<file path="config.mk">
export PLATFORM = sky130hd
export DESIGN_NAME = grp_irq_ctrl
export DESIGN_NICKNAME = d
export VERILOG_FILES = /design/src/rtl/gic_pkg.sv /design/src/rtl/gic_rst_sync.sv /design/src/rtl/gic_prio_regs.sv /design/src/rtl/gic_grp_gate.sv /design/src/rtl/gic_arbiter.sv /design/src/rtl/grp_irq_ctrl.sv
export SDC_FILE = /design/constraint.sdc
export NUM_CORES = 1
export LEC_CHECK = 0
export CORE_MARGIN = 2
export CORE_UTILIZATION = 58
export CTS_CLUSTER_DIAMETER = 150
export CTS_CLUSTER_SIZE = 12
export DETAILED_ROUTE_END_ITERATION = 6
export PLACE_DENSITY_LB_ADDON = 0.3
export REMOVE_ABC_BUFFERS = 1
export SLEW_MARGIN = 30
export SYNTH_ARGS = -nofsm -noshare
export SYNTH_HDL_FRONTEND = slang
export SYNTH_SLANG_ARGS = --single-unit
</file>
<file path="constraint.sdc">
create_clock -name clk -period 6.55 [get_ports clk]
set_input_delay 1.31 -clock clk [delete_from_list [all_inputs] [get_ports clk]]
set_output_delay 1.31 -clock clk [all_outputs]
set_load 0.05 [all_outputs]
</file>
<file path="src/rtl/gic_pkg.sv">
package gic_pkg;
  localparam int LVL_W     = 2;
  localparam int NUM_LVL   = 1 << LVL_W;
  localparam int OFS_W     = 14;
  localparam int REG_W     = 32;
  localparam int OUT_LVL_W = 3;
  localparam int LVL_HI    = 31;
  localparam int LVL_LO    = 30;
  localparam logic [OUT_LVL_W-1:0] NMI_CODE = 3'd4;

  typedef struct packed {
    logic [LVL_W-1:0] lvl;
    logic [OFS_W-1:0] ofs;
  } prio_t;
endpackage

</file>
<file path="src/rtl/gic_rst_sync.sv">
module gic_rst_sync (
  input  logic clk,
  input  logic rst_n,
  output logic rst_core_n
);
  logic [1:0] sync_q;
  logic [1:0] sync_d;

  always_comb begin
    sync_d = {sync_q[0], 1'b1};
  end

  always_ff @(posedge clk or negedge rst_n) begin
    if (!rst_n) begin
      sync_q <= 2'b00;
    end else begin
      sync_q <= sync_d;
    end
  end

  assign rst_core_n = sync_q[1];
endmodule

</file>
<file path="src/rtl/gic_prio_regs.sv">
module gic_prio_regs
  import gic_pkg::*;
#(
  parameter int NUM_GRP = 8,
  parameter int ADDR_W  = 4
) (
  input  logic               clk,
  input  logic               rst_n,
  input  logic               wr_en,
  input  logic [ADDR_W-1:0]  addr,
  input  logic [LVL_W-1:0]   wr_lvl,
  input  logic [OFS_W-1:0]   wr_ofs,
  output prio_t              prio_o [NUM_GRP]
);
  prio_t prio_q [NUM_GRP];
  prio_t prio_d [NUM_GRP];

  for (genvar g = 0; g < NUM_GRP; g++) begin : g_reg
    logic hit;
    assign hit = wr_en && (addr == ADDR_W'(g));

    always_comb begin
      prio_d[g] = prio_q[g];
      if (hit) begin
        prio_d[g].lvl = wr_lvl;
        prio_d[g].ofs = wr_ofs;
      end
    end

    always_ff @(posedge clk or negedge rst_n) begin
      if (!rst_n) begin
        prio_q[g] <= '0;
      end else if (hit) begin
        prio_q[g] <= prio_d[g];
      end
    end

    assign prio_o[g] = prio_q[g];
  end
endmodule

</file>
<file path="src/rtl/gic_grp_gate.sv">
module gic_grp_gate
  import gic_pkg::*;
#(
  parameter int NUM_GRP       = 8,
  parameter int LINES_PER_GRP = 8
) (
  input  logic [NUM_GRP*LINES_PER_GRP-1:0] irq_lines,
  input  prio_t                            prio [NUM_GRP],
  input  logic                             mask_global,
  input  logic [NUM_LVL-1:0]               mask_level,
  output logic [NUM_GRP-1:0]               grp_live
);
  for (genvar g = 0; g < NUM_GRP; g++) begin : g_gate
    logic pend;
    logic lvl_blk;
    assign pend    = |irq_lines[g*LINES_PER_GRP +: LINES_PER_GRP];
    assign lvl_blk = mask_level[prio[g].lvl];
    assign grp_live[g] = pend && !mask_global && !lvl_blk;
  end
endmodule

</file>
<file path="src/rtl/gic_arbiter.sv">
module gic_arbiter
  import gic_pkg::*;
#(
  parameter int NUM_GRP = 8
) (
  input  logic [NUM_GRP-1:0]    grp_live,
  input  prio_t                 prio [NUM_GRP],
  input  logic                  nmi_req,
  output logic                  win_valid,
  output logic [OUT_LVL_W-1:0]  win_level,
  output logic [OFS_W-1:0]      win_offset
);
  logic             found;
  logic [LVL_W-1:0] best_lvl;
  logic [OFS_W-1:0] best_ofs;

  // Ascending scan with >= lets a later (higher numbered) group take a tie.
  always_comb begin
    found    = 1'b0;
    best_lvl = '0;
    best_ofs = '0;
    for (int g = 0; g < NUM_GRP; g++) begin
      if (grp_live[g] && (!found || prio[g].lvl >= best_lvl)) begin
        found    = 1'b1;
        best_lvl = prio[g].lvl;
        best_ofs = prio[g].ofs;
      end
    end
  end

  always_comb begin
    if (nmi_req) begin
      win_valid  = 1'b1;
      win_level  = NMI_CODE;
      win_offset = '0;
    end else begin
      win_valid  = found;
      win_level  = {1'b0, best_lvl};
      win_offset = best_ofs;
    end
  end
endmodule

</file>
<file path="src/rtl/grp_irq_ctrl.sv">
module grp_irq_ctrl
  import gic_pkg::*;
#(
  parameter int NUM_GRP       = 8,
  parameter int LINES_PER_GRP = 8,
  parameter int ADDR_W        = $clog2(2 * NUM_GRP)
) (
  input  logic                             clk,
  input  logic                             rst_n,
  input  logic [NUM_GRP*LINES_PER_GRP-1:0] irq_lines,
  input  logic                             nmi_req,
  input  logic                             mask_global,
  input  logic [3:0]                       mask_level,
  input  logic                             reg_wr,
  input  logic [ADDR_W-1:0]                reg_addr,
  input  logic [31:0]                      reg_wdata,
  output logic [31:0]                      reg_rdata,
  output logic                             out_valid,
  output logic [2:0]                       out_level,
  output logic [13:0]                      out_offset
);
  localparam int PAD_W = REG_W - LVL_W - OFS_W;

  logic                 rst_core_n;
  prio_t                prio [NUM_GRP];
  logic [NUM_GRP-1:0]   grp_live;
  logic                 win_valid;
  logic [OUT_LVL_W-1:0] win_level;
  logic [OFS_W-1:0]     win_offset;
  logic                 unused_wdata_bits;

  assign unused_wdata_bits = ^reg_wdata[LVL_LO-1:OFS_W];

  gic_rst_sync u_rst_sync (
    .clk        (clk),
    .rst_n      (rst_n),
    .rst_core_n (rst_core_n)
  );

  gic_prio_regs #(.NUM_GRP(NUM_GRP), .ADDR_W(ADDR_W)) u_regs (
    .clk    (clk),
    .rst_n  (rst_core_n),
    .wr_en  (reg_wr),
    .addr   (reg_addr),
    .wr_lvl (reg_wdata[LVL_HI:LVL_LO]),
    .wr_ofs (reg_wdata[OFS_W-1:0]),
    .prio_o (prio)
  );

  gic_grp_gate #(.NUM_GRP(NUM_GRP), .LINES_PER_GRP(LINES_PER_GRP)) u_gate (
    .irq_lines   (irq_lines),
    .prio        (prio),
    .mask_global (mask_global),
    .mask_level  (mask_level),
    .grp_live    (grp_live)
  );

  gic_arbiter #(.NUM_GRP(NUM_GRP)) u_arb (
    .grp_live   (grp_live),
    .prio       (prio),
    .nmi_req    (nmi_req),
    .win_valid  (win_valid),
    .win_level  (win_level),
    .win_offset (win_offset)
  );

  // Read mux: priority registers first, raw group lines above them.
  always_comb begin
    reg_rdata = '0;
    for (int g = 0; g < NUM_GRP; g++) begin
      if (reg_addr == ADDR_W'(g)) begin
        reg_rdata = {prio[g].lvl, {PAD_W{1'b0}}, prio[g].ofs};
      end
      if (reg_addr == ADDR_W'(NUM_GRP + g)) begin
        reg_rdata = REG_W'(irq_lines[g*LINES_PER_GRP +: LINES_PER_GRP]);
      end
    end
  end

  always_ff @(posedge clk or negedge rst_core_n) begin
    if (!rst_core_n) begin
      out_valid  <= 1'b0;
      out_level  <= '0;
      out_offset <= '0;
    end else begin
      out_valid  <= win_valid;
      out_level  <= win_level;
      out_offset <= win_offset;
    end
  end
endmodule

</file>
==> metrics.txt <==
clock network fraction of design power=23.6%; Max-Cap Viols=0; Routability Congestion=0.9567; first-pass GRT wire length=51670 um; ys async rst share=100.0%; Crit-path slowest cell=mux4_2; clock root buffer=clkbuf_16; internal power=2.676 mW; Setup WS post-layout=-3.689 ns; core area=0.01526 sq mm; crit path time final=10.24 ns; clock slew at reported path FFs=0.06 ns; CTS H-tree depth=4; Syn. warnings=0; crit path launch type=primary input; Setup Crit Path Kind=in2reg; Setup WS pre-CTS=-4.781 ns; most frequent cells in the layout=147 x dfrtp_1, 133 x buf_4, 131 x mux2_2; final hold vios=0; VDD IR max=276.4 uV; pwr dens=349.3 mW/mm^2; Rows=45; relative slew slack=27.40%; final setup fails=16; P_leak=5.398 nW; net load switching power=1.671 mW; CTS sink count=148; Setup Skew=0.01394 ns; Initial DRC Count=1394; area share of the largest cell type after synthesis=40.70%; Max Freq=97.67 MHz; CP delay by family, top=compound AO/OA/AOI/OAI gates; sequential share of the synthesized area=40.70%; CTS tree=done; Via-to-Cell Ratio=6.835; Finished Core Util=81.55%; Critical Path Fanout Max=7; Mapped Area=0.009099 sq mm; via count=9241; number of port buffers=126; RSZ-0062 raised after global routing=yes; top cells by area, synth=dfrtp_1 41%, mux2_2 16%, a21oi_1 4.0%; sequential fraction of design power=31.5%; critical path buffer and inverter count=8; Final #Nets=1250; Die H=129.3 um; DR pass1 iterations=7; Die Wd=129.3 um; Tot Pwr=4.347 mW; design area=0.01244 sq mm; cells after synthesis=904; share of cells above drive strength 1=35.85%; switching share of power=38.45%; Congestion Overflow GR=0; Crit path largest cell delay=0.51 ns; ANT nets after route=0; fillers=922; DP Area=0.01116 sq mm; failing checks=negative setup slack; Setup crit end kind=flip-flop; Slew Limit Fails=0; worst hold slack=0.3543 ns; Syn-to-layout area delta=36.76%; part of the power in combinational logic=44.9%; status=finished with violations; Hold Path Class=reg2reg; initial antenna violation count=1; #FFs+latches synth=148; number of flops mapped to enable cells by yosys=0; # hold bufs at CTS=0; clk_lat worst skew=0.43 ns; Routed WL=34430 um; DRC viols=0; critical path required time=6.91 ns; clock buffer depth=2; vias in the first global route=9103; Mapped Avg Cell Area=10.06 sq um; Avg WL per Cell=25.47 um; ANT cells=0; effective utilization at floorplan=59.63%; I/O Pins=159; Worst Tran Pin Value=1.085 ns; commonest non-fill, non-tap cell in the layout=dfrtp_1; critical path data arrival time=10.60 ns; Detailed Place HPWL=22190 um; largest net degree at the start of global routing=87; ys flop type=dfrtp_1; Overall Global Routing Usage=41.57%; area leader, netlist=dfrtp_1; full die area=0.01671 sq mm; TritonCTS Buffers=17; period utilization=156.3%; post-synthesis cell type count=63
-- path summary, 6_finish.rpt --
path,start,to,slack (ns),cells past startpoint
max in group asynchronous,u_rst_sync.sync_q[1]$_DFF_PN0_,u_regs.prio_o[33]$_DFFE_PN0P_,4.86,1
worst max register to register,u_regs.prio_o[126]$_DFFE_PN0P_,out_offset[2]$_DFF_PN0_,-3.19,49
min in group asynchronous,u_rst_sync.sync_q[1]$_DFF_PN0_,u_regs.prio_o[83]$_DFFE_PN0P_,0.43,0
worst max-delay path,mask_level[3],out_offset[2]$_DFF_PN0_,-3.69,50
worst min-delay path,u_rst_sync.sync_q[0]$_DFF_PN0_,u_rst_sync.sync_q[1]$_DFF_PN0_,0.35,0
worst min register to register,u_rst_sync.sync_q[0]$_DFF_PN0_,u_rst_sync.sync_q[1]$_DFF_PN0_,0.35,0
-- power groups by stage --
stage / Combinational [mW] / Sequential (mW) / Clock [mW]
floorplan: 0.788 / 1.47 / 0
global placement: 1.53 / 1.35 / 0
detailed placement: 1.56 / 1.36 / 0
CTS: 1.77 / 1.35 / 1.02
global route: 2.04 / 1.39 / 1.07
finish: 1.95 / 1.37 / 1.03
-- flip-flops by register name (all words and copies together) (netlist names) --
name and count:
u_rst_sync.sync_q 2, out_offset 14, out_valid 1, u_regs.prio_o 128, out_level 3
-- final cells by class --
| class | instances | area (sq um) | share of cell area [%] |
|---|---|---|---|
| inverters | 16 | 60.06 | 0.4827 |
| flip-flops and latches | 148 | 3707 | 29.79 |
| clock inverters | 14 | 175.2 | 1.408 |
| clock buffers | 18 | 439.2 | 3.529 |
| repair buffers | 259 | 2372 | 19.06 |
| multi-input cells | 686 | 5425 | 43.60 |
| well taps | 211 | 264.0 | 2.122 |
-- worst reg2reg max path, delay by kind of cell, from the launching register on --
| family | cells | cell delay [ns] |
|---|---|---|
| compound gates | 21 | 3.57 |
| fa+ha+maj | 7 | 1.63 |
| mux | 5 | 1.53 |
| simple gates | 9 | 1.34 |
| buf+inv | 7 | 1.20 |
| flops | 1 | 0.42 |
-- per-stage QoR --
| stage | std cells | TNS [ns] |
|---|---|---|
| floorplan | 849 | -103.78 |
| global placement | 1281 | -72.83 |
| detailed placement | 1281 | -75.61 |
| CTS | 1345 | -54.11 |
| global route | 1352 | -62.50 |
| finish | 1352 | -58.46 |
-- layer usage --
| metal | vias up | track usage [%] | part of all wire [%] |
|---|---|---|---|
| li1 | 3828 | - | - |
| met1 | 4404 | 54.94 | 37 |
| met2 | 838 | 61.58 | 44 |
| met3 | 171 | 12.26 | 14 |
| met4 | 0 | 23.27 | 5.8 |
| met5 | - | 0 | 0 |
-- cell usage after synthesis (6+ instances only) --
cell type    n
o31ai_1     15
nor3_1       8
mux2_2     132
nor4_1      17
o211a_1     15
a211o_1      9
nand2b_1    19
a21o_1       8
mux4_2       8
a221oi_1     9
a221o_1     17
a21oi_1     72
nor2_2      10
buf_4       17
a22oi_1     36
dfrtp_1    148
inv_1       16
clkbuf_1    43
o21ai_0     35
nor2_1      59
nand4_1      8
nand2_1     84
a31oi_1      6
mux2i_1     12
ha_1        13
nand3_1     18
buf_2        7
-- cell families (layout without fill, tap and decap cells) --
| kind of cell | count (synthesis) | in the layout | synth area share (%) |
|---|---|---|---|
| AOI/OAI and AO/OA | 263 | 263 | 20.57 |
| and+or+nand+nor | 240 | 241 | 12.54 |
| other | 2 | 17 | 0.08254 |
| buffers and inverters | 86 | 307 | 4.675 |
| DFF | 148 | 148 | 40.70 |
| muxes | 152 | 152 | 19.64 |
| adders and majority gates | 13 | 13 | 1.788 |
-- what timing repair did --
| item | CTS | global route |
|---|---|---|
| pin swaps | 46 | 34 |
| hold endpoints to repair | 0 | 0 |
| cloned | 1 | 1 |
| buffers inserted | 31 | 6 |
| endpoints found under the setup margin | 16 | 16 |
| gates resized for setup | 80 | 32 |
(Power assumes the default switching activity.)
